==> config.mk <==
export PLATFORM = sky130hd
export DESIGN_NAME = bitband_bridge
export DESIGN_NICKNAME = d
export VERILOG_FILES = /design/src/rtl/bb_pkg.sv /design/src/rtl/bb_decode.sv /design/src/rtl/bb_bitops.sv /design/src/rtl/bitband_bridge.sv
export SDC_FILE = /design/constraint.sdc
export NUM_CORES = 1
export LEC_CHECK = 0
export CAP_MARGIN = 0
export CORE_UTILIZATION = 32
export CTS_BUF_LIST = sky130_fd_sc_hd__clkbuf_8
export CTS_CLUSTER_DIAMETER = 30
export CTS_CLUSTER_SIZE = 28
export DETAILED_ROUTE_END_ITERATION = 10
export PLACE_DENSITY = 0.8
export SYNTH_ARGS = -nofsm -noshare
export SYNTH_HDL_FRONTEND = slang
export SYNTH_SLANG_ARGS = --single-unit
==> constraint.sdc <==
create_clock -name clk -period 2.7 [get_ports clk]
set_clock_uncertainty 0.05 [all_clocks]
set_input_delay 0.54 -clock clk [delete_from_list [all_inputs] [get_ports clk]]
set_output_delay 0.54 -clock clk [all_outputs]
set_load 0.02 [all_outputs]
==> src/rtl/bb_pkg.sv <==
package bb_pkg;

    typedef enum logic {
        ST_IDLE,
        ST_MODIFY
    } bb_state_e;

    typedef enum logic [1:0] {
        RK_NONE,
        RK_WORD,
        RK_BIT,
        RK_ACK
    } rsp_kind_e;

    typedef enum logic [1:0] {
        RG_NONE,
        RG_PRIMARY,
        RG_ALIAS
    } region_e;

endpackage

==> src/rtl/bb_decode.sv <==
module bb_decode
    import bb_pkg::*;
#(
    parameter logic [31:0] REGION_BASE  = 32'h2000_0000,
    parameter logic [31:0] ALIAS_BASE   = 32'h2200_0000,
    parameter int unsigned REGION_BYTES = 4096,
    localparam int BYTE_AW = $clog2(REGION_BYTES),
    localparam int WORD_AW = BYTE_AW - 2
) (
    input  logic [31:0]        addr,
    output region_e            region,
    output logic [WORD_AW-1:0] word_addr,
    output logic [4:0]         bit_sel
);

    localparam logic [31:0] PRIM_SPAN  = 32'(REGION_BYTES);
    localparam logic [31:0] ALIAS_SPAN = 32'(REGION_BYTES) << 5;

    logic [31:0] prim_off;
    logic [31:0] alias_off;
    logic        prim_hit;
    logic        alias_hit;

    always_comb begin
        prim_off  = addr - REGION_BASE;
        alias_off = addr - ALIAS_BASE;
        prim_hit  = (addr >= REGION_BASE) && (prim_off < PRIM_SPAN);
        alias_hit = (addr >= ALIAS_BASE) && (alias_off < ALIAS_SPAN);

        if (prim_hit)       region = RG_PRIMARY;
        else if (alias_hit) region = RG_ALIAS;
        else                region = RG_NONE;

        // alias offset bits above 6 carry the backing word, bits 6:2 the bit within it
        word_addr = prim_hit ? prim_off[BYTE_AW-1:2] : alias_off[BYTE_AW+4:7];
        bit_sel   = alias_off[6:2];
    end


    span_excl_chk: assert final (!(prim_hit && alias_hit));

endmodule

==> src/rtl/bb_bitops.sv <==
module bb_bitops #(
    parameter int WORD_W = 32,
    localparam int SEL_W = $clog2(WORD_W)
) (
    input  logic [WORD_W-1:0] word_in,
    input  logic [SEL_W-1:0]  bit_sel,
    input  logic              new_bit,
    output logic              bit_out,
    output logic [WORD_W-1:0] word_out
);

    always_comb begin
        bit_out = word_in[bit_sel];
        for (int i = 0; i < WORD_W; i++) begin
            word_out[i] = (i == int'(bit_sel)) ? new_bit : word_in[i];
        end
    end

endmodule

==> src/rtl/bitband_bridge.sv <==
module bitband_bridge
    import bb_pkg::*;
#(
    parameter logic [31:0] REGION_BASE  = 32'h2000_0000,
    parameter logic [31:0] ALIAS_BASE   = 32'h2200_0000,
    parameter int unsigned REGION_BYTES = 4096,
    localparam int BYTE_AW = $clog2(REGION_BYTES),
    localparam int WORD_AW = BYTE_AW - 2
) (
    input  logic               clk,
    input  logic               rst_n,
    input  logic               req_valid,
    output logic               req_ready,
    input  logic               req_write,
    input  logic [31:0]        req_addr,
    input  logic [31:0]        req_wdata,
    input  logic [3:0]         req_be,
    output logic               rsp_valid,
    output logic [31:0]        rsp_rdata,
    output logic               mem_en,
    output logic               mem_we,
    output logic [WORD_AW-1:0] mem_addr,
    output logic [3:0]         mem_be,
    output logic [31:0]        mem_wdata,
    input  logic [31:0]        mem_rdata
);

    bb_state_e          state_q, state_d;
    rsp_kind_e          kind_q, kind_d;
    logic [WORD_AW-1:0] hold_addr_q;
    logic [4:0]         hold_bit_q;
    logic               hold_val_q;

    region_e            dec_region;
    logic [WORD_AW-1:0] dec_word;
    logic [4:0]         dec_bit;
    logic               sel_bit;
    logic [31:0]        merged_word;
    logic               accept;

    bb_decode #(
        .REGION_BASE (REGION_BASE),
        .ALIAS_BASE  (ALIAS_BASE),
        .REGION_BYTES(REGION_BYTES)
    ) u_decode (
        .addr     (req_addr),
        .region   (dec_region),
        .word_addr(dec_word),
        .bit_sel  (dec_bit)
    );

    bb_bitops #(.WORD_W(32)) u_bitops (
        .word_in (mem_rdata),
        .bit_sel (hold_bit_q),
        .new_bit (hold_val_q),
        .bit_out (sel_bit),
        .word_out(merged_word)
    );

    assign accept = req_valid && (state_q == ST_IDLE);

    // Next state and response kind
    always_comb begin
        state_d = state_q;
        kind_d  = RK_NONE;
        unique case (state_q)
            ST_IDLE: begin
                if (accept) begin
                    unique case (dec_region)
                        RG_PRIMARY: kind_d = req_write ? RK_ACK : RK_WORD;
                        RG_ALIAS: begin
                            if (req_write) state_d = ST_MODIFY;
                            else           kind_d  = RK_BIT;
                        end
                        default:    kind_d = RK_ACK;
                    endcase
                end
            end
            ST_MODIFY: begin
                state_d = ST_IDLE;
                kind_d  = RK_ACK;
            end
        endcase
    end

    // State register
    always_ff @(posedge clk) begin
        if (!rst_n) begin
            state_q     <= ST_IDLE;
            kind_q      <= RK_NONE;
            hold_addr_q <= '0;
            hold_bit_q  <= '0;
            hold_val_q  <= 1'b0;
        end else begin
            state_q <= state_d;
            kind_q  <= kind_d;
            if (accept) begin
                hold_addr_q <= dec_word;
                hold_bit_q  <= dec_bit;
                hold_val_q  <= req_wdata[0];
            end
        end
    end

    // Outputs
    always_comb begin
        req_ready = 1'b0;
        mem_en    = 1'b0;
        mem_we    = 1'b0;
        mem_addr  = dec_word;
        mem_be    = 4'hF;
        mem_wdata = req_wdata;
        unique case (state_q)
            ST_IDLE: begin
                req_ready = 1'b1;
                mem_en    = req_valid && (dec_region != RG_NONE);
                mem_we    = req_write && (dec_region == RG_PRIMARY);
                if (dec_region == RG_PRIMARY) mem_be = req_be;
            end
            ST_MODIFY: begin
                mem_en    = 1'b1;
                mem_we    = 1'b1;
                mem_addr  = hold_addr_q;
                mem_wdata = merged_word;
            end
        endcase
    end

    always_comb begin
        rsp_valid = (kind_q != RK_NONE);
        unique case (kind_q)
            RK_WORD: rsp_rdata = mem_rdata;
            RK_BIT:  rsp_rdata = {31'b0, sel_bit};
            default: rsp_rdata = '0;
        endcase
    end


    rmw_stall_chk: assert property (@(posedge clk) disable iff (!rst_n)
        (accept && dec_region == RG_ALIAS && req_write) |=> (!req_ready && mem_en && mem_we));


    rmw_same_word_chk: assert property (@(posedge clk) disable iff (!rst_n)
        (state_q == ST_MODIFY) |-> (mem_addr == $past(mem_addr)));


    rmw_one_bit_chk: assert property (@(posedge clk) disable iff (!rst_n)
        (state_q == ST_MODIFY) |-> ($countones(mem_wdata ^ mem_rdata) <= 1));


    single_cycle_rsp_chk: assert property (@(posedge clk) disable iff (!rst_n)
        (accept && !(dec_region == RG_ALIAS && req_write)) |=> rsp_valid);


    miss_no_sram_chk: assert property (@(posedge clk) disable iff (!rst_n)
        (accept && dec_region == RG_NONE) |-> !mem_en);


    bit_rsp_upper_zero_chk: assert property (@(posedge clk) disable iff (!rst_n)
        ($past(accept && dec_region == RG_ALIAS && !req_write)) |-> (rsp_rdata[31:1] == '0));

endmodule

==> results of run 1 <==
final timing paths:
check / to / from / slack, ns / cells after the start
hold reg to reg: hold_bit_q[0]$_SDFFE_PN0P_ / hold_bit_q[0]$_SDFFE_PN0P_ / 0.47 / 2
setup / recovery: mem_addr[4] / req_addr[29] / -0.16 / 10
hold / removal: hold_bit_q[0]$_SDFFE_PN0P_ / hold_bit_q[0]$_SDFFE_PN0P_ / 0.47 / 2
setup reg to reg: hold_addr_q[3]$_SDFFE_PN0P_ / state_q$_SDFF_PP0_ / 1.28 / 4
routing by layer:
layer / part of all wire / routed length, µm
met1: 0.39 / 4430
met2: 0.52 / 5850
met3: 0.061 / 695
met4: 0.032 / 368
met5: 0 / 0
cell families (layout without fill, tap and decap cells):
logic type | after synthesis | in the layout | share of synthesized area
AND/OR/NAND/NOR | 169 | 169 | 0.331
AO/OA/AOI/OAI | 92 | 92 | 0.211
multiplexers | 43 | 43 | 0.204
buffers and inverters | 41 | 270 | 0.0628
flip-flops | 19 | 19 | 0.154
adder cells (fa/ha/maj) | 6 | 6 | 0.0304
XOR/XNOR | 2 | 2 | 0.00709
registers in the layout, indices dropped and copies added, names as in the netlist:
| name | count |
|---|---|
| state_q | 1 |
| kind_q | 2 |
| hold_val_q | 1 |
| hold_bit_q | 5 |
| hold_addr_q | 10 |
area by class of cell:
type / count / area (µm²)
Fill cell: 588 / 2130
Inverter: 10 / 51.3
Clock buffer: 3 / 41.3
Multi-Input combinational cell: 312 / 2210
Timing Repair Buffer: 256 / 2430
Clock inverter: 1 / 3.75
Sequential cell: 19 / 383
Tap cell: 99 / 124
worst max-delay path: cells and delay by family:
kind            cells  cell delay, ns
mux                 1            0.25
simple gates        2            0.65
buf+inv             4            0.47
fa+ha+maj           1            0.14
compound gates      1            0.08
xor+xnor            1            0.14
metrics by stage:
step                      power (W)  worst slack [ns]  hold WS, ns
after floorplan            0.000557           0.00102        0.455
after global placement     0.000920            -0.972        0.451
after detailed placement   0.000932             -1.01        0.453
after CTS                   0.00114            -0.255        0.463
after global routing        0.00121            -0.211        0.519
final                       0.00115            -0.163        0.468
Yosys cell counts, drive strengths merged, types with 2 or more instances:
| master | instances |
|---|---|
| nor2 | 65 |
| clkbuf | 28 |
| nand3b | 2 |
| dfxtp | 19 |
| o211ai | 2 |
| nor4 | 3 |
| nand2b | 2 |
| ha | 6 |
| a21oi | 56 |
| mux2i | 37 |
| or3 | 6 |
| a2111oi | 2 |
| o2111ai | 2 |
| a31oi | 3 |
| and2 | 31 |
| buf | 3 |
| inv | 10 |
| mux4 | 6 |
| nor3 | 6 |
| a21boi | 6 |
| nand2 | 33 |
| nor2b | 6 |
| o21ai | 15 |
| nand4 | 5 |
| nand3 | 7 |
cells in the final DEF, fill, tap and decap left out, types with 17 or more instances in the layout:
cell type,instances
a21oi_1,41
dlygate4sd2_1,25
dfxtp_1,17
buf_4,74
and2_1,31
nor2_1,62
mux2i_1,32
clkdlybuf4s50_1,116
nand2_1,32
where the power goes:
group / switching [W] / internal, W
registers: 0.0000121 / 0.000297
logic: 0.000295 / 0.000352
clock network: 0.0000935 / 0.000101
repair_timing:
action	4_1_cts	5_1_grt
buffers inserted	9	3
gates cloned	1	0
gates resized for setup	190	40
pin swaps	26	23
endpoints found under the setup margin	43	26
==> key figures, run 1 <==
GRT
  • GRT Util Overall: 0.273
  • GR Util met1: 0.308
  • Global route overflow: 0
  • GRT busiest layer: met2
  • GRT met3 Usage: 0.0398
  • Initial antenna violation count: 0
  • Vias in the first global route: 3662
  • Pin count of the biggest net entering global routing: 31
  • Global-route wire length before repair: 18100 µm
  • Met2 Use GR: 0.519

Flow run
  • Max-cap viol count: 0

Die
  • Initial Util: 0.335
  • Die width: 89.9 µm
  • Die area: 8080 µm²
  • Rows: 31
  • Boundary Pins: 186
  • CORE AREA: 7370 µm²
  • Die height: 89.9 µm

Clock network
  • CTS H-tree lvls: 1
  • Clock latency on the worst-skew pair: 0.26 ns
  • CTS root buffer: clkbuf_8
  • Clock sink total: 19
  • Clock Tree Buf Depth: 2
  • CTS Hold Bufs: 0
  • CTS tree: yes
  • Clk slew on worst S/H paths: 0.07 ns
  • TritonCTS buffer count: 3

Synth
  • Area share of the largest cell type after synthesis: 0.154
  • Net count after synthesis: 482
  • Async SR Flop Fraction: 0
  • Top post-synthesis cells by area: dfxtp_1 15%, mux2i_1 15%, a21oi_1 11%, nor2_1 9.9%, and2_1 7.8%
  • Synth area leader: dfxtp_1
  • Syn Inst Count: 372
  • Yosys reg bits: 19
  • Synth Cell Area: 2470 µm²
  • Synth unique cells: 38
  • Synth Flop Type: dfxtp_1
  • Synth Warn #: 0
  • Seq/Total Area, Yosys: 0.154
  • Number of synthesized flops with an enable pin: 0
  • Mapped Avg Cell Area: 6.65 µm²

Setup path
  • Critical-path top delay cell: or4_4
  • Critical Path AT: 2.27 ns
  • Slowest cell delay on critical path: 0.44 ns
  • Crit path cell chain: buf_8, inv_4, ha_4, xor2_1, or4_4, nor3_4, buf_12, mux2i_4, a21oi_2, buf_4
  • Kind of critical path: in -> out
  • CP required: 2.11 ns
  • Crit. End Element: output port
  • Crit Path Max Fanout: 5
  • Startpoint types: input pin

STA
  • Hold Violations, Final: 0
  • Crit path time final: 2.86 ns
  • Final period utilization: 1.06
  • RSZ-0062 raised after global routing: yes
  • Max Slew Vio Count: 0
  • Slew @ Worst Pin: 0.614 ns
  • Setup TNS: -1.77 ns
  • Max Freq: 349 MHz
  • Final setup vio count: 16
  • Max-Slew Margin vs Limit: 0.589
  • Final setup margin: -0.163 ns

Route
  • Drt wl/cell: 16.2 µm
  • Drc violations: 0
  • Routed vias: 3650
  • Routed Antenna Nets: 0
  • Final wirelength: 11300 µm
  • Initial DRC count: 207
  • DR vias/cell: 5.21
  • Drt pass-1 iters: 5

Placement
  • Placed instance area: 4880 µm²
  • Hpwl dp: 8560 µm
  • # placed instances: 684
  • Final GP Congestion: 0.869
  • # port buffers: 183

Power
  • PD cells: 220 nW/µm²
  • Pleak: 2.30 nW
  • Max rail drop VDD: 0.222 mV

Layout
  • # diodes: 0
  • Post-route insts no fill: 700
  • Final nets: 712
  • Layout cells sized above 1: 0.261
  • Area Overhead vs Synth: 112%
  • Final instance area: 5240 µm²
  • Post-layout util: 0.712

Outcome
  • Status: finished with violations
  • Failing checks: setup timing

Worst hold path
  • Type of the worst min-delay path: reg -> reg
Note: power is estimated with default switching activity, not from simulation.
==> run 2: changes to the inputs <==
--- a/config.mk
+++ b/config.mk
@@ -5,13 +5,14 @@
 export SDC_FILE = /design/constraint.sdc
 export NUM_CORES = 1
 export LEC_CHECK = 0
+export ABC_AREA = 1
 export CAP_MARGIN = 0
-export CORE_UTILIZATION = 32
+export CORE_UTILIZATION = 34
 export CTS_BUF_LIST = sky130_fd_sc_hd__clkbuf_8
 export CTS_CLUSTER_DIAMETER = 30
 export CTS_CLUSTER_SIZE = 28
 export DETAILED_ROUTE_END_ITERATION = 10
-export PLACE_DENSITY = 0.8
+export PLACE_DENSITY = 0.83
 export SYNTH_ARGS = -nofsm -noshare
 export SYNTH_HDL_FRONTEND = slang
 export SYNTH_SLANG_ARGS = --single-unit
==> run 2 against run 1 <==
  * The run still ends with setup timing left
  * First-iteration DRC count is 43% higher
  * Via count rose by 35%
  * Total power rose by 10%
  * Count of clock-buffer cells in the layout stayed put
  * Cell count rose by 35%
  * Sequential share of layout area fell by 0.79 points
  * Hold slack improved by 0.055 ns
  * Routed wire length grew 30%
  * Worst setup slack improved by 0.16 ns
  * Fmax is 6.0% higher
  * Sequential cell count is the same
  * Critical path depth up 3
==> key figures, run 2 <==
Outcome
  • Status: finished with violations (unchanged)
  • Failing checks: setup timing (unchanged)

Worst hold path
  • Min-delay src: hold_bit_q[2]$_SDFFE_PN0P_ (was hold_bit_q[0]$_SDFFE_PN0P_)
  • Type of the worst min-delay path: reg -> reg (unchanged)

Synth
  • Synth Flop Type: dfxtp_1 (unchanged)
  • Synth unique cells: 28 (was 38)
  • Count leader, synth: nand2_1 (was nor2_1)
  • Net count after synthesis: 680 (was 482)
  • Seq/Total Area, Yosys: 0.134 (was 0.154)
  • Synth Cell Area: 2840 µm² (was 2470 µm²)
  • Syn Inst Count: 570 (was 372)
  • Yosys reg bits: 19 (unchanged)
  • Number of synthesized flops with an enable pin: 0 (unchanged)
  • Area share of the largest cell type after synthesis: 0.275 (was 0.154)
  • Synth area leader: nand2_1 (was dfxtp_1)
  • Mapped Avg Cell Area: 4.99 µm² (was 6.65 µm²)
  • Synth Warn #: 0 (unchanged)
  • Async SR Flop Fraction: 0 (unchanged)
  • Synth cell count leaders: 208 x nand2_1, 91 x inv_1, 52 x nor2_1 (was 65 x nor2_1, 56 x a21oi_1, 37 x mux2i_1)
  • Top post-synthesis cells by area: nand2_1 27%, dfxtp_1 13%, inv_1 12%, o21ai_0 7.9%, nor2_1 6.9% (was dfxtp_1 15%, mux2i_1 15%, a21oi_1 11%, nor2_1 9.9%, and2_1 7.8%)

STA
  • RSZ-0062 raised after global routing: yes (unchanged)
  • Final period utilization: 1.00 (was 1.06)
  • Hold Violations, Final: 0 (unchanged)
  • Slew @ Worst Pin: 0.717 ns (was 0.614 ns)
  • Max Freq: 370 MHz (was 349 MHz)
  • Crit path time final: 2.70 ns (was 2.86 ns)
  • Setup TNS: -0.00199 ns (was -1.77 ns)
  • Max Slew Vio Count: 0 (unchanged)
  • Final setup margin: -0.00199 ns (was -0.163 ns)
  • Max-Slew Margin vs Limit: 0.521 (was 0.589)
  • Final setup vio count: 1 (was 16)

Power
  • Net load switching power: 0.000494 W (was 0.000401 W)
  • Register share of total power: 0.248 (was 0.269)
  • Internal: 0.000773 W (was 0.000751 W)
  • Fraction of power consumed by the clock network: 0.161 (was 0.169)
  • Pleak: 3.31 nW (was 2.30 nW)
  • PD cells: 214 nW/µm² (was 220 nW/µm²)
  • Max rail drop VDD: 0.170 mV (was 0.222 mV)
  • Comb power frac: 0.591 (was 0.562)
  • Switching share of power: 0.390 (was 0.348)

Die
  • Die width: 93.4 µm (was 89.9 µm)
  • Die height: 93.4 µm (was 89.9 µm)
  • Rows: 32 (was 31)
  • Boundary Pins: 186 (unchanged)
  • Initial Util: 0.360 (was 0.335)
  • Die area: 8730 µm² (was 8080 µm²)
  • CORE AREA: 7890 µm² (was 7370 µm²)

Clock network
  • CTS tree: yes (unchanged)
  • Clock Tree Buf Depth: 2 (unchanged)
  • CTS H-tree lvls: 1 (unchanged)
  • TritonCTS buffer count: 3 (unchanged)
  • Clock sink total: 19 (unchanged)
  • CTS root buffer: clkbuf_8 (unchanged)
  • Clk slew on worst S/H paths: 0.07 ns (about the same)
  • Clock latency on the worst-skew pair: 0.26 ns (about the same)

Route
  • Drt wl/cell: 15.6 µm (was 16.2 µm)
  • DR vias/cell: 5.22 (was 5.21)
  • Routed vias: 4941 (was 3650)
  • Drt pass-1 iters: 5 (unchanged)
  • Drc violations: 0 (unchanged)
  • Routed Antenna Nets: 0 (unchanged)
  • Initial DRC count: 297 (was 207)
  • Final wirelength: 14800 µm (was 11300 µm)

Layout
  • # diodes: 0 (unchanged)
  • Biggest regs: hold_addr_q: 10 flops, hold_bit_q: 5 flops, kind_q: 2 flops (unchanged)
  • Most common cell after layout, fill and taps aside: nand2_1 (was clkdlybuf4s50_1)
  • Largest register FFs: 10 (unchanged)
  • Post-route insts no fill: 946 (was 700)
  • Final instance area: 5920 µm² (was 5240 µm²)
  • Most frequent cells in the layout: 195 x nand2_1, 128 x clkdlybuf4s50_1, 112 x buf_4 (was 116 x clkdlybuf4s50_1, 74 x buf_4, 62 x nor2_1)
  • Layout cells sized above 1: 0.249 (was 0.261)
  • Fill count: 608 (was 588)
  • Final nets: 955 (was 712)
  • Most flops, register: hold_addr_q (unchanged)
  • Area Overhead vs Synth: 108% (was 112%)
  • Multi-input logic area: 2240 µm² (was 2210 µm²)
  • Reg area: 385 µm² (was 383 µm²)

Setup path
  • Crit Path Max Fanout: 6 (was 5)
  • Crit. End Element: output port (unchanged)
  • Critical-path top delay cell: nor3_4 (was or4_4)
  • Most used cell, CP: buf_6
  • Startpoint types: input pin (unchanged)
  • Reg2Reg Launch Point: state_q$_SDFF_PP0_ (unchanged)
  • Kind of critical path: in -> out (unchanged)
  • Critical Path AT: 2.11 ns (was 2.27 ns)
  • CP required: 2.11 ns (about the same)
  • Worst Setup SP: req_addr[30] (was req_addr[29])
  • Crit path cell chain: buf_6, inv_4, ha_4, inv_1, nand2_1, nand4_1, nor3_4, nand2_4, buf_6, clkinv_8, nand2_2, a31oi_1, buf_4 (was buf_8, inv_4, ha_4, xor2_1, or4_4, nor3_4, buf_12, mux2i_4, a21oi_2, buf_4)
  • Slowest cell delay on critical path: 0.26 ns (was 0.44 ns)

Placement
  • Final GP Congestion: 0.925 (was 0.869)
  • # placed instances: 894 (was 684)
  • # port buffers: 183 (unchanged)
  • Hpwl dp: 9860 µm (was 8560 µm)
  • Placed instance area: 5180 µm² (was 4880 µm²)

GRT
  • Pin count of the biggest net entering global routing: 37 (was 31)
  • GRT Util Overall: 0.298 (was 0.273)
  • Global route overflow: 0 (unchanged)
  • Global-route wire length before repair: 21100 µm (was 18100 µm)
  • Initial antenna violation count: 0 (unchanged)
  • Vias in the first global route: 4701 (was 3662)

Flow run
  • Max-cap viol count: 0 (unchanged)
run 2: changes by cell type after synthesis, moves of 9 or more:
cell	delta
mux2i_1	-37
a21oi_1	-25
inv_1	+81
clkbuf_1	-12
nand2_1	+175
o21ai_0	+30
nor2_1	-13
nor3_1	+16
o211ai_1	+9
nand3_1	+10
and2_1	-30
run 2: path summary, 6_finish.rpt:
check | endpoint | slack, ns | cells past startpoint
worst max-delay path | mem_addr[1] | -0.002 | 13
worst max register to register | hold_addr_q[2]$_SDFFE_PN0P_ | 0.86 | 7
worst min register to register | hold_bit_q[2]$_SDFFE_PN0P_ | 0.52 | 2
worst min-delay path | hold_bit_q[2]$_SDFFE_PN0P_ | 0.52 | 2
run 2: critical path: cells and delay by family:
| kind | cells | cell delay, ns |
|---|---|---|
| simple gates | 5 | 0.64 |
| fa+ha+maj | 1 | 0.14 |
| compound gates | 1 | 0.17 |
| buf+inv | 6 | 0.61 |
run 2: cells by family after synthesis:
group | share of synthesized area
compound gates | 0.204
xor+xnor | 0.00616
fa+ha+maj | 0.0264
buf+inv | 0.177
flops | 0.134
simple gates | 0.452
run 2: what timing repair did:
item                                    in CTS  in global routing
endpoints found under the setup margin      32                 44
setup buffers                               45                  3
hold endpoints to repair                     0                  0
pin swaps                                   16                 12
hold buffers                                 0                  0
gates resized for setup                    126                 88
run 2: final cells by class:
class	count	share of cell area
repair buffers	298	0.463
multi-input cells	427	0.379
clock inverters	1	0.000846
inverters	96	0.0639
well taps	102	0.0216
flip-flops and latches	19	0.0651
clock buffers	3	0.00698
run 2: metal layers:
metal  routed length (µm)  global-route usage  up-vias  share of wire
met2                 7600               0.595      302           0.51
met1                 5200               0.317     2232           0.35
li1                     -                   -     2338              -
met5                    0                   0        -              0
met3                 1300              0.0390       69          0.088
met4                  666              0.0974        0          0.045
run 2: power groups by stage:
| stage | clock network [W] | registers (W) | logic, W |
|---|---|---|---|
| 2_1_floorplan | 0 | 0.000311 | 0.000288 |
| 4_1_cts | 0.000199 | 0.000312 | 0.000690 |
| 3_3_place_gp | 0 | 0.000316 | 0.000655 |
| 5_1_grt | 0.000213 | 0.000316 | 0.000799 |
| 6_report | 0.000204 | 0.000314 | 0.000749 |
| 3_5_place_dp | 0 | 0.000317 | 0.000668 |
run 2: per-stage QoR:
stage               hold WS (ns)  utilization  total power, W  setup slack (ns)
floorplan                  0.427            -        0.000599             0.281
global placement           0.450        0.657        0.000971            -0.689
detailed placement         0.464        0.657        0.000985            -0.856
CTS                        0.485        0.711         0.00120           0.00153
global route               0.550        0.750         0.00133           -0.0570
finish                     0.523        0.750         0.00127          -0.00199
